===== src/rtl/match_timer_pkg.sv =====
package match_timer_pkg;
  localparam int BYTE_W = 8;
  localparam int ADDR_W = 4;

  localparam logic [ADDR_W-1:0] A_CTRL  = 4'd0;
  localparam logic [ADDR_W-1:0] A_MODE  = 4'd1;
  localparam logic [ADDR_W-1:0] A_IOCTL = 4'd2;
  localparam logic [ADDR_W-1:0] A_IEN   = 4'd4;
  localparam logic [ADDR_W-1:0] A_STAT  = 4'd5;
  localparam logic [ADDR_W-1:0] A_CNT_H = 4'd6;
  localparam logic [ADDR_W-1:0] A_CNT_L = 4'd7;
  localparam logic [ADDR_W-1:0] A_CPA_H = 4'd8;
  localparam logic [ADDR_W-1:0] A_CPA_L = 4'd9;
  localparam logic [ADDR_W-1:0] A_CPB_H = 4'd10;
  localparam logic [ADDR_W-1:0] A_CPB_L = 4'd11;

  typedef enum logic [1:0] {CLR_NONE, CLR_CMP_A, CLR_CMP_B} clr_src_e;
  typedef enum logic [1:0] {EDGE_RISE, EDGE_FALL, EDGE_BOTH} edge_sel_e;

  localparam int EV_A   = 0;
  localparam int EV_B   = 1;
  localparam int EV_OVF = 2;
  localparam int NUM_EV = 3;
endpackage


===== src/rtl/match_timer_prescaler.sv =====
module match_timer_prescaler #(
  parameter int LOG_STEP = 2,
  parameter int NUM_CODES = 4
) (
  input  logic       clk,
  input  logic       rst,
  input  logic       run,
  input  logic [2:0] div_code,
  input  logic [1:0] edge_code,
  output logic       tick
);
  import match_timer_pkg::*;
  localparam int PSC_W = LOG_STEP * (NUM_CODES - 1);

  logic [PSC_W-1:0] psc_q;
  logic [PSC_W-1:0] mask;
  logic             rise_hit, fall_hit, valid;
  edge_sel_e        esel;

  always_ff @(posedge clk) begin
    if (rst) psc_q <= '0;
    else     psc_q <= psc_q + 1'b1;
  end

  always_comb begin
    valid = (int'(div_code) < NUM_CODES);
    mask  = '0;
    if (valid && div_code != 3'd0)
      mask = {PSC_W{1'b1}} >> (PSC_W - LOG_STEP * int'(div_code));
    rise_hit = ((psc_q & mask) == (mask >> 1));
    fall_hit = ((psc_q & mask) == mask);
    case (edge_code)
      2'd0:    esel = EDGE_RISE;
      2'd1:    esel = EDGE_FALL;
      default: esel = EDGE_BOTH;
    endcase
    tick = 1'b0;
    if (run && valid) begin
      if (div_code == 3'd0) tick = 1'b1;
      else begin
        case (esel)
          EDGE_RISE: tick = rise_hit;
          EDGE_FALL: tick = fall_hit;
          default:   tick = rise_hit | fall_hit;
        endcase
      end
    end
  end

  a_r2_reserved_no_tick: assert property (@(posedge clk) disable iff (rst)
    (div_code >= 3'(NUM_CODES)) |-> !tick);
endmodule


===== src/rtl/match_timer_counter.sv =====
module match_timer_counter #(
  parameter int CNT_W = 16
) (
  input  logic                         clk,
  input  logic                         rst,
  input  logic                         tick,
  input  match_timer_pkg::clr_src_e    clr_sel,
  input  logic [CNT_W-1:0]             cmp_a,
  input  logic [CNT_W-1:0]             cmp_b,
  input  logic                         wr_hi,
  input  logic                         wr_lo,
  input  logic [7:0]                   wdata,
  output logic [CNT_W-1:0]             cnt,
  output logic                         ev_a,
  output logic                         ev_b,
  output logic                         ev_ovf
);
  import match_timer_pkg::*;
  localparam int HI_W = CNT_W - 8;

  logic [CNT_W-1:0] cnt_q, cnt_d;
  logic             do_clr;

  always_comb begin
    cnt_d  = cnt_q;
    ev_a   = 1'b0;
    ev_b   = 1'b0;
    ev_ovf = 1'b0;
    do_clr = 1'b0;
    if (wr_hi || wr_lo) begin
      cnt_d = {wr_hi ? wdata[HI_W-1:0] : cnt_q[CNT_W-1:8],
               wr_lo ? wdata : cnt_q[7:0]};
    end else if (tick) begin
      ev_a   = (cnt_q == cmp_a);
      ev_b   = (cnt_q == cmp_b);
      do_clr = (clr_sel == CLR_CMP_A && ev_a) || (clr_sel == CLR_CMP_B && ev_b);
      if (do_clr) cnt_d = '0;
      else begin
        cnt_d  = cnt_q + 1'b1;
        ev_ovf = &cnt_q;
      end
    end
  end

  always_ff @(posedge clk) begin
    if (rst) cnt_q <= '0;
    else     cnt_q <= cnt_d;
  end

  assign cnt = cnt_q;

  a_r7_write_wins: assert property (@(posedge clk) disable iff (rst)
    (wr_lo && !wr_hi) |=> (cnt_q[7:0] == $past(wdata)));
  a_r6_wrap_zero: assert property (@(posedge clk) disable iff (rst)
    ev_ovf |=> (cnt_q == '0));
endmodule


===== src/rtl/match_timer_flags.sv =====
module match_timer_flags #(
  parameter int N = 3
) (
  input  logic         clk,
  input  logic         rst,
  input  logic [N-1:0] set_ev,
  input  logic         rd_stat,
  input  logic         wr_stat,
  input  logic [N-1:0] wbits,
  output logic [N-1:0] flags
);
  logic [N-1:0] flag_q, armed_q;

  for (genvar i = 0; i < N; i++) begin : g_flag
    logic clr;
    assign clr = wr_stat && armed_q[i] && !wbits[i];
    always_ff @(posedge clk) begin
      if (rst) begin
        flag_q[i]  <= 1'b0;
        armed_q[i] <= 1'b0;
      end else begin
        if (set_ev[i])  flag_q[i] <= 1'b1;
        else if (clr)   flag_q[i] <= 1'b0;
        if (rd_stat)    armed_q[i] <= flag_q[i];
        else if (clr)   armed_q[i] <= 1'b0;
      end
    end
  end

  assign flags = flag_q;

  a_r10_sticky: assert property (@(posedge clk) disable iff (rst)
    !wr_stat |=> ((flag_q & $past(flag_q)) == $past(flag_q)));
  a_r11_write_one_keeps: assert property (@(posedge clk) disable iff (rst)
    (wr_stat && (&wbits)) |=> ((flag_q & $past(flag_q)) == $past(flag_q)));
endmodule


===== src/rtl/match_timer_output.sv =====
module match_timer_output (
  input  logic       clk,
  input  logic       rst,
  input  logic [3:0] code,
  input  logic       code_wr,
  input  logic [3:0] new_code,
  input  logic       match,
  output logic       level
);
  logic lvl_q;

  always_ff @(posedge clk) begin
    if (rst) lvl_q <= 1'b0;
    else if (code_wr) begin
      if (new_code inside {4'd1, 4'd2, 4'd3}) lvl_q <= 1'b0;
      else if (new_code inside {4'd5, 4'd6, 4'd7}) lvl_q <= 1'b1;
    end else if (match && !code[3] && code[1:0] != 2'd0) begin
      case (code[1:0])
        2'd1:    lvl_q <= 1'b0;
        2'd2:    lvl_q <= 1'b1;
        default: lvl_q <= ~lvl_q;
      endcase
    end
  end

  assign level = lvl_q;

  a_r8_init_high: assert property (@(posedge clk) disable iff (rst)
    (code_wr && new_code inside {4'd5, 4'd6, 4'd7}) |=> level);
  a_r8_init_low: assert property (@(posedge clk) disable iff (rst)
    (code_wr && new_code inside {4'd1, 4'd2, 4'd3}) |=> !level);
endmodule


===== src/rtl/match_timer_ch.sv =====
module match_timer_ch #(
  parameter int CNT_W = 16,
  parameter int PSC_LOG_STEP = 2,
  parameter int PSC_CODES = 4
) (
  input  logic       clk,
  input  logic       rst,
  input  logic       bus_wr,
  input  logic       bus_rd,
  input  logic [3:0] bus_addr,
  input  logic [7:0] bus_wdata,
  output logic [7:0] bus_rdata,
  input  logic       run_en,
  output logic       cmp_out_a,
  output logic       cmp_out_b,
  output logic       irq
);
  import match_timer_pkg::*;
  localparam int NOUT = 2;

  logic [7:0]       ctrl_q, mode_q, ioc_q, ien_q, rdata_q;
  logic [CNT_W-1:0] cpa_q, cpb_q, cnt;
  logic             tick, ev_a, ev_b, ev_ovf, irq_q;
  logic [NUM_EV-1:0] flags, ien_bits;
  logic             wr_cnt_h, wr_cnt_l, wr_ioc;
  clr_src_e         clr_sel;
  logic [NOUT-1:0]  out_lvl, out_match;

  always_comb begin
    case (ctrl_q[7:5])
      3'd1:    clr_sel = CLR_CMP_A;
      3'd2:    clr_sel = CLR_CMP_B;
      default: clr_sel = CLR_NONE;
    endcase
  end

  assign wr_cnt_h = bus_wr && bus_addr == A_CNT_H;
  assign wr_cnt_l = bus_wr && bus_addr == A_CNT_L;
  assign wr_ioc   = bus_wr && bus_addr == A_IOCTL;

  always_ff @(posedge clk) begin
    if (rst) begin
      ctrl_q <= '0;
      mode_q <= '0;
      ioc_q  <= '0;
      ien_q  <= '0;
      cpa_q  <= '1;
      cpb_q  <= '1;
    end else if (bus_wr) begin
      case (bus_addr)
        A_CTRL:  ctrl_q <= bus_wdata;
        A_MODE:  mode_q <= bus_wdata;
        A_IOCTL: ioc_q  <= bus_wdata;
        A_IEN:   ien_q  <= bus_wdata;
        A_CPA_H: cpa_q[CNT_W-1:8] <= bus_wdata[CNT_W-9:0];
        A_CPA_L: cpa_q[7:0] <= bus_wdata;
        A_CPB_H: cpb_q[CNT_W-1:8] <= bus_wdata[CNT_W-9:0];
        A_CPB_L: cpb_q[7:0] <= bus_wdata;
        default: ;
      endcase
    end
  end

  match_timer_prescaler #(.LOG_STEP(PSC_LOG_STEP), .NUM_CODES(PSC_CODES)) u_psc (
    .clk(clk), .rst(rst), .run(run_en),
    .div_code(ctrl_q[2:0]), .edge_code(ctrl_q[4:3]), .tick(tick)
  );

  match_timer_counter #(.CNT_W(CNT_W)) u_cnt (
    .clk(clk), .rst(rst), .tick(tick), .clr_sel(clr_sel),
    .cmp_a(cpa_q), .cmp_b(cpb_q), .wr_hi(wr_cnt_h), .wr_lo(wr_cnt_l),
    .wdata(bus_wdata), .cnt(cnt), .ev_a(ev_a), .ev_b(ev_b), .ev_ovf(ev_ovf)
  );

  match_timer_flags #(.N(NUM_EV)) u_flags (
    .clk(clk), .rst(rst),
    .set_ev({ev_ovf, ev_b, ev_a}),
    .rd_stat(bus_rd && bus_addr == A_STAT),
    .wr_stat(bus_wr && bus_addr == A_STAT),
    .wbits({bus_wdata[4], bus_wdata[1], bus_wdata[0]}),
    .flags(flags)
  );

  assign out_match = {ev_b, ev_a};

  for (genvar i = 0; i < NOUT; i++) begin : g_out
    match_timer_output u_out (
      .clk(clk), .rst(rst),
      .code(ioc_q[4*i +: 4]), .code_wr(wr_ioc), .new_code(bus_wdata[4*i +: 4]),
      .match(out_match[i]), .level(out_lvl[i])
    );
  end

  assign cmp_out_a = out_lvl[0];
  assign cmp_out_b = out_lvl[1];

  assign ien_bits = {ien_q[4], ien_q[1], ien_q[0]};

  always_ff @(posedge clk) begin
    if (rst) begin
      irq_q   <= 1'b0;
      rdata_q <= '0;
    end else begin
      irq_q <= |(flags & ien_bits);
      if (bus_rd) begin
        case (bus_addr)
          A_CTRL:  rdata_q <= ctrl_q;
          A_MODE:  rdata_q <= mode_q;
          A_IOCTL: rdata_q <= ioc_q;
          A_IEN:   rdata_q <= ien_q;
          A_STAT:  rdata_q <= {3'b0, flags[EV_OVF], 2'b0, flags[EV_B], flags[EV_A]};
          A_CNT_H: rdata_q <= 8'(cnt[CNT_W-1:8]);
          A_CNT_L: rdata_q <= cnt[7:0];
          A_CPA_H: rdata_q <= 8'(cpa_q[CNT_W-1:8]);
          A_CPA_L: rdata_q <= cpa_q[7:0];
          A_CPB_H: rdata_q <= 8'(cpb_q[CNT_W-1:8]);
          A_CPB_L: rdata_q <= cpb_q[7:0];
          default: rdata_q <= '0;
        endcase
      end
    end
  end

  assign bus_rdata = rdata_q;
  assign irq = irq_q;

  a_r4_freeze: assert property (@(posedge clk) disable iff (rst)
    (!run_en && !wr_cnt_h && !wr_cnt_l) |=> $stable(cnt));
  a_r12_irq_quiet: assert property (@(posedge clk) disable iff (rst)
    ((flags & ien_bits) == '0) |=> !irq);
  a_r5_clear_a: assert property (@(posedge clk) disable iff (rst)
    (clr_sel == CLR_CMP_A && ev_a && !wr_cnt_h && !wr_cnt_l) |=> (cnt == '0));
endmodule


===== config.mk =====
export PLATFORM = sky130hd
export DESIGN_NAME = match_timer_ch
export DESIGN_NICKNAME = d
export VERILOG_FILES = /design/src/rtl/match_timer_pkg.sv /design/src/rtl/match_timer_prescaler.sv /design/src/rtl/match_timer_counter.sv /design/src/rtl/match_timer_flags.sv /design/src/rtl/match_timer_output.sv /design/src/rtl/match_timer_ch.sv
export SDC_FILE = /design/constraint.sdc
export NUM_CORES = 1
export LEC_CHECK = 0
export BUFFER_PORTS_ARGS = -buffer_cell sky130_fd_sc_hd__buf_4
export CAP_MARGIN = 20
export CORE_UTILIZATION = 25
export DETAILED_ROUTE_END_ITERATION = 16
export SYNTH_ARGS = -nofsm -noshare
export SYNTH_HDL_FRONTEND = slang
export SYNTH_SLANG_ARGS = --single-unit

===== constraint.sdc =====
create_clock -name clk -period 3.2 [get_ports clk]
set_clock_uncertainty 0.15 [all_clocks]
set_input_delay 0.64 -clock clk [delete_from_list [all_inputs] [get_ports clk]]
set_output_delay 0.64 -clock clk [all_outputs]
set_load 0.005 [all_outputs]

* After elaboration in Yosys (flattened, before gate mapping)
Cells that the tools add are included.
W data, S select, Z words.
** Operators by class
- Add/subtract/negate cells :: 3
- Magnitude comparators :: 1
- Equality and inequality tests :: 40
- Shift operators :: 1
- Mux-type cells :: 38
- Bitwise operators :: 5
- Reduce and logical (&&, ||, !) cells :: 60
** Operator list (number)
- $pmux W8 S11 :: 1
- $mux W16 :: 3
- $eq A4 B3 Y1 const B :: 10
- $eq A16 B16 Y1 :: 2
- $shr A6 B32 Y6 const A :: 1
- $mux W1 :: 26
- $reduce_and A2 Y1 :: 12
- $reduce_bool A2 Y1 :: 11
- $eq A4 B2 Y1 const B :: 5
- $logic_and A1 B1 Y1 :: 19
- $add A16 B1 Y16 const B :: 1
- $eq A4 B4 Y1 const B :: 4
- $mux W8 :: 2
- $reduce_and A16 Y1 :: 1
- $reduce_bool A3 Y1 :: 5
- $eq A4 B1 Y1 const B :: 3
- $eq A2 B1 Y1 const B :: 5
- $pmux W2 S2 :: 2
- $add A6 B1 Y6 const B :: 1
- $and A6 B6 Y6 :: 1
- $eq A2 B2 Y1 const B :: 3
- $eq A6 B5 Y1 :: 1
- $eq A6 B6 Y1 :: 1
- $mux W6 :: 1
- 17 further kinds :: 27
** Storage, ports and cells
- Register bits :: 103
- Output and inout bits :: 11
- Logic and storage cells :: 169

* Depth between registers and ports, before layout
Gate-level depths: netlist of run 1.
- Word-level depth :: 15
- Depth in mapped cells :: 10

* Hierarchy
A second synthesis of run 1 with hierarchy kept.
** Second synthesis, totals
- Cell total of the unflattened synthesis :: 708
- Area, all modules :: 5920.7 um2
** By module, submodules not included
- match_timer_ch :: instances 1, cells an instance 406, area an instance 3502.1 um2, seq. area each 1461.4 um2
- match_timer_counter :: instances 1, cells an instance 207, area an instance 1615.3 um2, seq. area each 320.3 um2
- match_timer_prescaler :: instances 1, cells an instance 38, area an instance 311.5 um2, seq. area each 120.1 um2
- match_timer_output :: instances 2, cells an instance 15, area an instance 127.6 um2, seq. area each 20.0 um2
- match_timer_flags :: instances 1, cells an instance 27, area an instance 236.5 um2, seq. area each 120.1 um2

* Worst setup path before layout of run 1
OpenSTA, ideal clock, no wires.
- Path kind :: input port to flip-flop
- Start :: input bus_addr[3]
- End :: register u_cnt.cnt_q[9], in the netlist u_cnt.cnt[9]
- Data arrival time :: 2.253 ns
- Data required time :: 2.922 ns
- Slack :: 0.669 ns
- Stages on the path :: 9
- Path buffers :: 1
- Cells stage by stage :: inv_1 -> ha_1 -> and3_1 -> nor4b_2 -> nand2_1 -> o22ai_4 -> buf_2 -> mux2i_1 -> o211ai_1
** On the way
- Longest elaborated chain between the ends :: 5
** Ends and longest elaborated chain
- from (decl) :: RTL line match_timer_ch.sv:10 : input logic [3:0] bus_addr,
- $eq A4 B3 Y1, on equally long branches :: RTL line match_timer_ch.sv:37, match_timer_ch.sv:38
- $logic_and A1 B1 Y1, on equally long branches :: RTL line match_timer_ch.sv:37, match_timer_ch.sv:38
- $logic_or A1 B1 Y1 :: RTL line match_timer_counter.sv:30 : if (wr_hi || wr_lo) begin
- $ne A2 B1 Y1 (no source line) / $reduce_bool A2 Y1 (equally long branches)
- $reduce_and A2 Y1 (no source line)
- to (signal assigned) :: RTL line match_timer_counter.sv:47 : else cnt_q <= cnt_d;
- to (decl) :: RTL line match_timer_counter.sv:21 : logic [CNT_W-1:0] cnt_q, cnt_d;
Several ways; a longest one is shown, not always the timed one.
A chain may end at the register's enable or synchronous reset.

* Worst setup path in the final report of run 1
- Start :: register u_cnt.cnt_q[5], in the netlist u_cnt.cnt[5]
- End :: register u_cnt.cnt_q[8], in the netlist u_cnt.cnt[8]
** On the way
- Longest elaborated chain between the ends :: 6
** Ends and longest elaborated chain
- branches (longest 3 deep; another with $add A16 B1 Y16)
- $mux W16 * :: RTL line match_timer_counter.sv:37 : if (do_clr) cnt_d = '0;
- $mux W16 * :: RTL line match_timer_counter.sv:33 : end else if (tick) begin
- $mux W16 * :: RTL line match_timer_counter.sv:30
Every way passes the cells marked *. The select of a mux whose other input is x is not followed.

==> results by group, run 1 <==
Power and ir drop
  • Pwr/cell area: 431.0 nW/µm²
  • Leakage: 2.240 nW
  • Maximum VDD drop: 0.2618 mV

Floorplan
  • Io pins: 28
  • Initial Utilization: 0.2555
  • Die W: 154.1 µm
  • Core Area: 22,640 µm²
  • Die height: 154.1 µm
  • Num rows: 55
  • Die ar.: 23,750 µm²

GRT
  • First-pass GRT wire length: 29,170 µm
  • Remaining Overflow, GRT: 0
  • Number of global-route vias before repair: 4,938
  • Pin count of the biggest net entering global routing: 43
  • GR met3 Demand/Resource: 0.03129
  • Number of antenna violations at the first check in global routing: 0
  • GR Layer Usage met1: 0.2258
  • GRT Max-Usage Layer: met2
  • Met2 Usage GRT: 0.2435
  • Total Routing Usage GR: 0.1602

Drt
  • Vias: 5,380
  • Initial drt markers: 570
  • Post-DRT Antenna Nets: 0
  • DRT Pass-1 Iters: 6
  • DRC viols: 0
  • Via/cell ratio: 5.316
  • Drt total wl: 18,820 µm
  • Wirelength per Cell: 18.60 µm

Flow run
  • Max-Cap Viols: 0

Clock tree
  • CTS sink cnt: 103
  • H-tree depth: 3
  • Clock Latency Late Sink: 0.36 ns
  • Longest Clk Path Bufs: 2
  • CTS tree: yes
  • CTS Buf Count: 9
  • Root buf cell: clkbuf_16
  • Post-CTS Setup Inserts: 0
  • Clock-pin slew on the worst setup and hold paths: 0.08 ns
  • CTS Hold Bufs: 0
  • Number of gates resized after cts: 0

Critical path
  • WP data arrival: 2.71 ns
  • Startpoint types: flop
  • WP data required: 3.34 ns
  • Crit path from: u_cnt.cnt[5]
  • Critical path class: flop to flop
  • Crit. End Element: flop
  • Critical Path Fanout Max: 12
  • Reg-to-reg startpoint: u_cnt.cnt[5]

Timing
  • RSZ-0062 raised after global routing: false
  • Setup WS post-layout: 0.6206 ns
  • Final setup viols: 0
  • Setup TNS: 0 ns
  • Crit path time final: 2.579 ns
  • Fmax: 387.7 MHz
  • Worst-margin pin slew: 0.7585 ns
  • Final Cycle Share: 0.8061
  • Relative slew slack: 0.4943
  • Final hold vios: 0
  • Fin. max-slew vios: 0

Yosys
  • Asr flop ratio synth: 0
  • Cell area after synthesis: 5786 µm²
  • Post-Syn Area per Cell: 8.092 µm²
  • EDFF count, synth: 0
  • #FFs+latches synth: 103
  • Netlist cell types: 63
  • Post-Synthesis Cells: 715
  • Sequential share of the synthesized area: 0.3564
  • Post-Syn Nets: 741
  • Main synth FF type: dfxtp_1
  • Synth warn: 0

Cells and area
  • Cell area after layout: 6608 µm²
  • Layout net count: 748
  • # diodes: 0
  • Area Growth Syn to Fin: 14.21%
  • Share of post-route cells with drive strength above 1: 0.1279

Placed design
  • HPWL Detailed: 13,310 µm
  • Placed Area: 6296 µm²
  • RD Place Congestion: 0.8889
  • Number of port buffers: 27
  • Dpl ws: 0.3575 ns

Outcome
  • Status: complete, no violations

Worst hold path
  • Hold/Removal Path Class: flop to flop
  • Hold_sp: mode_q[5]
==> placed cells by master (no fill, tap or decap), types with 4 or more instances in the layout <==
cell type	instances
nand2_1	121
dfxtp_1	103
a21oi_1	57
buf_4	54
nor2_1	43
nor2b_1	32
nand3_1	31
xnor2_1	28
a211o_1	25
nand4_1	20
inv_1	14
o21ai_0	14
mux2i_1	14
a31oi_1	13
nor3_1	11
nand3b_1	11
a22oi_1	10
ha_1	9
clkbuf_16	9
and2_1	7
a222oi_1	7
a311oi_1	6
o211ai_1	6
xnor2_2	5
nor3b_1	5
nor4_1	4
a221oi_1	4
mux2_2	4
or3_1	4
==> per-layer routing <==
metal / wire length (µm) / up-vias
met4: 391 / 0
met3: 1548 / 30
li1: - / 2562
met2: 8226 / 253
met5: 0 / -
met1: 8658 / 2535
==> path summary, 6_finish.rpt <==
path / end / slack, ns / cells after the start
hold reg to reg: mode_q[5] / 0.31 / 2
hold / removal: mode_q[5] / 0.31 / 2
setup / recovery: u_cnt.cnt[8] / 0.62 / 7
setup reg to reg: u_cnt.cnt[8] / 0.62 / 7
==> power by group <==
part           switching [W]  total (W)  internal (W)
sequential         0.0000431    0.00135       0.00131
combinational       0.000196   0.000324      0.000129
clock               0.000497    0.00117      0.000673
==> registers in the layout, indices dropped and copies added, names as in the netlist <==
register and flops:
cpa_q 16, cpb_q 16, u_cnt.cnt 16, bus_rdata 8
ctrl_q 8, ien_q 8, ioc_q 8, mode_q 8
u_psc.psc_q 6, u_flags.armed_q 3, u_flags.flags 3, g_out.u_out.level 2
irq 1
==> Yosys cell counts, drive strengths merged, types with 2 or more instances <==
library cell  number  share of area
nor2b             32          0.035
a22oi             10          0.013
a221oi             4         0.0061
or3                4         0.0043
o21a               2         0.0026
nand2            121          0.079
a32oi              3         0.0058
o211ai             6         0.0078
a311oi             6         0.0091
a22o               2         0.0030
mux4               3          0.012
or2                2         0.0022
nor3b              5         0.0065
and3               3         0.0032
nor4               5         0.0080
o22ai              5         0.0089
nand3b            11          0.014
buf               28          0.027
nand3             32          0.029
mux2i             14          0.024
o21ai             15          0.013
nor2              43          0.028
inv               14         0.0091
xnor2             33          0.056
ha                 9          0.019
mux2               6          0.012
xor2               2         0.0030
and2               7         0.0076
o2111ai            2         0.0030
o2bb2ai            3         0.0045
a31oi             13          0.014
dfxtp            103           0.36
a211o             25          0.038
nand4             22          0.026
clkbuf            31          0.020
nor3              11         0.0095
a21oi             57          0.049
a222oi             7          0.012
nand2b             3         0.0037
==> layout make-up <==
cell class	count	area, µm²
sequential	103	2062
tap	285	356.6
multi-input combinational	538	3396
clock inverter	2	37.54
timing repair buffer	55	425.4
inverter	15	56.30
clock buffer	14	274.0
fill	2399	16030
==> worst max-delay path, cell delays in order (launching register included) <==
cell and delay, ns:
dfxtp_1 0.62, xnor2_1 0.14, nand4_1 0.11, nor4_1 0.07, buf_4 0.16, a32oi_2 0.60
or4b_1 0.50, a31oi_1 0.15
==> cell families (layout without fill, tap and decap cells) <==
kind of cell    count (synthesis)  in the layout  share of synthesized area
xor+xnor                       35             35                    0.05947
flops                         103            103                     0.3564
mux                            23             23                    0.04758
compound gates                165            165                     0.1970
buf+inv                        74             86                    0.05666
simple gates                  306            306                     0.2634
fa+ha+maj                       9              9                    0.01946
==> metrics by stage <==
step | cells | hold slack, ns | total power [W] | util
after floorplan | 715 | 0.2800 | 0.001587 | -
after global placement | 996 | 0.2929 | 0.001700 | 0.2781
after detailed placement | 996 | 0.2977 | 0.001701 | 0.2781
after CTS | 1012 | 0.3054 | 0.002858 | 0.2918
after global routing | 1012 | 0.3221 | 0.002945 | 0.2918
final | 1012 | 0.3061 | 0.002848 | 0.2918
Power figures use the tool's default switching activity.
==> inputs of run 2 (changes only) <==
- clock period: 3.2 -> 2.35 ns (I/O delays scaled with it)
==> results by group, run 2 (synthesis results as in run 1) <==
Outcome
  • Status: complete, no violations (unchanged)

Worst hold path
  • Hold/Removal Path Class: input port to flop (was flop to flop)

Timing
  • Final setup viols: 0 (unchanged)
  • Fin. max-slew vios: 0 (unchanged)
  • Worst-margin pin slew: 0.5325 ns (was 0.7585 ns)
  • Final Cycle Share: 0.9753 (was 0.8061)
  • Final hold vios: 0 (unchanged)
  • RSZ-0062 raised after global routing: true (was false)
  • Relative slew slack: 0.6450 (was 0.4943)
  • Fmax: 436.3 MHz (was 387.7 MHz)
  • Crit path time final: 2.292 ns (was 2.579 ns)

GRT
  • Number of antenna violations at the first check in global routing: 0 (unchanged)
  • Pin count of the biggest net entering global routing: 46 (was 43)
  • Remaining Overflow, GRT: 0 (unchanged)
  • Total Routing Usage GR: 0.1693 (was 0.1602)
  • Number of global-route vias before repair: 5,275 (was 4,938)
  • First-pass GRT wire length: 30,740 µm (was 29,170 µm)

Critical path
  • Critical path class: flop to flop (unchanged)
  • Crit. End Element: flop (unchanged)
  • Worst path top cell family by delay: simple AND/OR/NAND/NOR gates (was compound AO/OA/AOI/OAI gates)
  • Startpoint types: flop (unchanged)
  • Critical Path Fanout Max: 2 (was 12)
  • Slowest-stage cell, CP: or4_1 (was dfxtp_1)
  • Worst path cell trace: xnor2_2, nand4_2, nor4_4, nand3_2, or4_1, a311oi_2 (was xnor2_1, nand4_1, nor4_1, buf_4, a32oi_2, or4b_1, a31oi_1)
  • Max incr delay on CP: 0.54 ns (was 0.62 ns)
  • WP data required: 2.48 ns (was 3.34 ns)
  • WP data arrival: 2.42 ns (was 2.71 ns)
  • WP buf/inv: 0 (was 1)

Cells and area
  • Cell area after layout: 7164 µm² (was 6608 µm²)
  • Layout fillers: 2,354 (was 2,399)
  • Share of post-route cells with drive strength above 1: 0.2145 (was 0.1279)
  • Area of the multi-input gates: 3423 µm² (was 3396 µm²)
  • Commonest non-fill, non-tap cells in the layout: nand2_1, buf_4, dfxtp_1 (was nand2_1, dfxtp_1, a21oi_1)
  • # diodes: 0 (unchanged)
  • Area Growth Syn to Fin: 23.83% (was 14.21%)
  • Layout net count: 809 (was 748)
  • Commonest non-fill, non-tap cell in the layout: nand2_1 (unchanged)
  • Fin cells: 1,073 (was 1,012)
  • Seq. cell area: 2077 µm² (was 2062 µm²)

Drt
  • Via/cell ratio: 5.207 (was 5.316)
  • Post-DRT Antenna Nets: 0 (unchanged)
  • Wirelength per Cell: 18.14 µm (was 18.60 µm)
  • DRC viols: 0 (unchanged)
  • Initial drt markers: 576 (was 570)
  • DRT Pass-1 Iters: 6 (unchanged)
  • Vias: 5,587 (was 5,380)
  • Drt total wl: 19,460 µm (was 18,820 µm)

Floorplan
  • Initial Utilization: 0.2555 (unchanged)
  • Die W: 154.1 µm (unchanged)
  • Num rows: 55 (unchanged)
  • Die ar.: 23,750 µm² (unchanged)
  • Die height: 154.1 µm (unchanged)
  • Core Area: 22,640 µm² (unchanged)
  • Io pins: 28 (unchanged)

Clock tree
  • CTS sink cnt: 103 (unchanged)
  • CTS Hold Bufs: 0 (unchanged)
  • H-tree depth: 3 (unchanged)
  • Longest Clk Path Bufs: 2 (unchanged)
  • Clock Latency Late Sink: 0.37 ns (was 0.36 ns)
  • Clock-pin slew on the worst setup and hold paths: 0.07 ns (was 0.08 ns)
  • CTS Buf Count: 9 (unchanged)
  • CTS tree: yes (unchanged)
  • Root buf cell: clkbuf_16 (unchanged)

Power and ir drop
  • Final Power: 0.003913 W (was 0.002848 W)
  • Leakage: 2.581 nW (was 2.240 nW)
  • Pwr/cell area: 546.2 nW/µm² (was 431.0 nW/µm²)
  • Maximum VDD drop: 0.4137 mV (was 0.2618 mV)

Placed design
  • Number of port buffers: 27 (unchanged)
  • RD Place Congestion: 0.9240 (was 0.8889)
  • HPWL Detailed: 14,210 µm (was 13,310 µm)
  • Placed Area: 6822 µm² (was 6296 µm²)
  • Placed Cells: 1,056 (was 996)

Flow run
  • Max-Cap Viols: 0 (unchanged)
[run 2: cell types whose count changed in the layout (fill, tap and decap cells not counted), sizes merged]
cell and delta:
clkbuf -1, clkinv +1, buf +61
[run 2: through the flow]
stage	TNS [ns]	hold slack (ns)	worst slack (ns)	util
floorplan	0	0.2800	0.001264	-
global placement	-2.921	0.2927	-0.2527	0.3013
detailed placement	-3.379	0.2967	-0.2929	0.3013
CTS	0	0.2790	0.02521	0.3143
global route	-0.06280	0.3046	-0.01716	0.3164
finish	0	0.2845	0.05811	0.3164
[run 2: worst paths after layout]
kind / from / end / cells past startpoint / slack, ns
max: u_cnt.cnt[15] / g_out[1].u_out.level / 6 / 0.06
min: bus_wdata[6] / ioc_q[6] / 3 / 0.28
max reg2reg: u_cnt.cnt[15] / g_out[1].u_out.level / 6 / 0.06
min reg2reg: mode_q[2] / mode_q[2] / 2 / 0.31
[run 2: report_power, final]
group	internal, W	switching (W)
logic	0.000241	0.000292
clock network	0.000856	0.000690
registers	0.00179	0.0000479
total	0.00288	0.00103
[run 2: what timing repair did]
| item | 4_1_cts | 5_1_grt |
|---|---|---|
| buffers inserted | 0 | 1 |
| endpoints found under the setup margin | 1 | 7 |
| pin swaps | 0 | 2 |
| cloned | 0 | 0 |
| resized for setup | 1 | 15 |
[run 2: worst min-delay path: stages]
cell and delay [ns]:
buf_4 0.17, nand2_1 0.07, a21oi_1 0.05
[run 2: layout make-up]
class | count | area share
clock buffer | 13 | 0.03493
clock inverter | 3 | 0.005938
inverter | 15 | 0.007859
multi-input combinational | 538 | 0.4778
sequential | 103 | 0.2899
tap | 285 | 0.04977
timing repair buffer | 116 | 0.1338
[run 2: per-layer routing]
metal	global-route usage	part of all wire	vias up
met5	0	0	-
met4	0.07286	0.028	0
met3	0.02480	0.072	37
met2	0.2548	0.43	209
met1	0.2388	0.47	2660
li1	-	-	2681
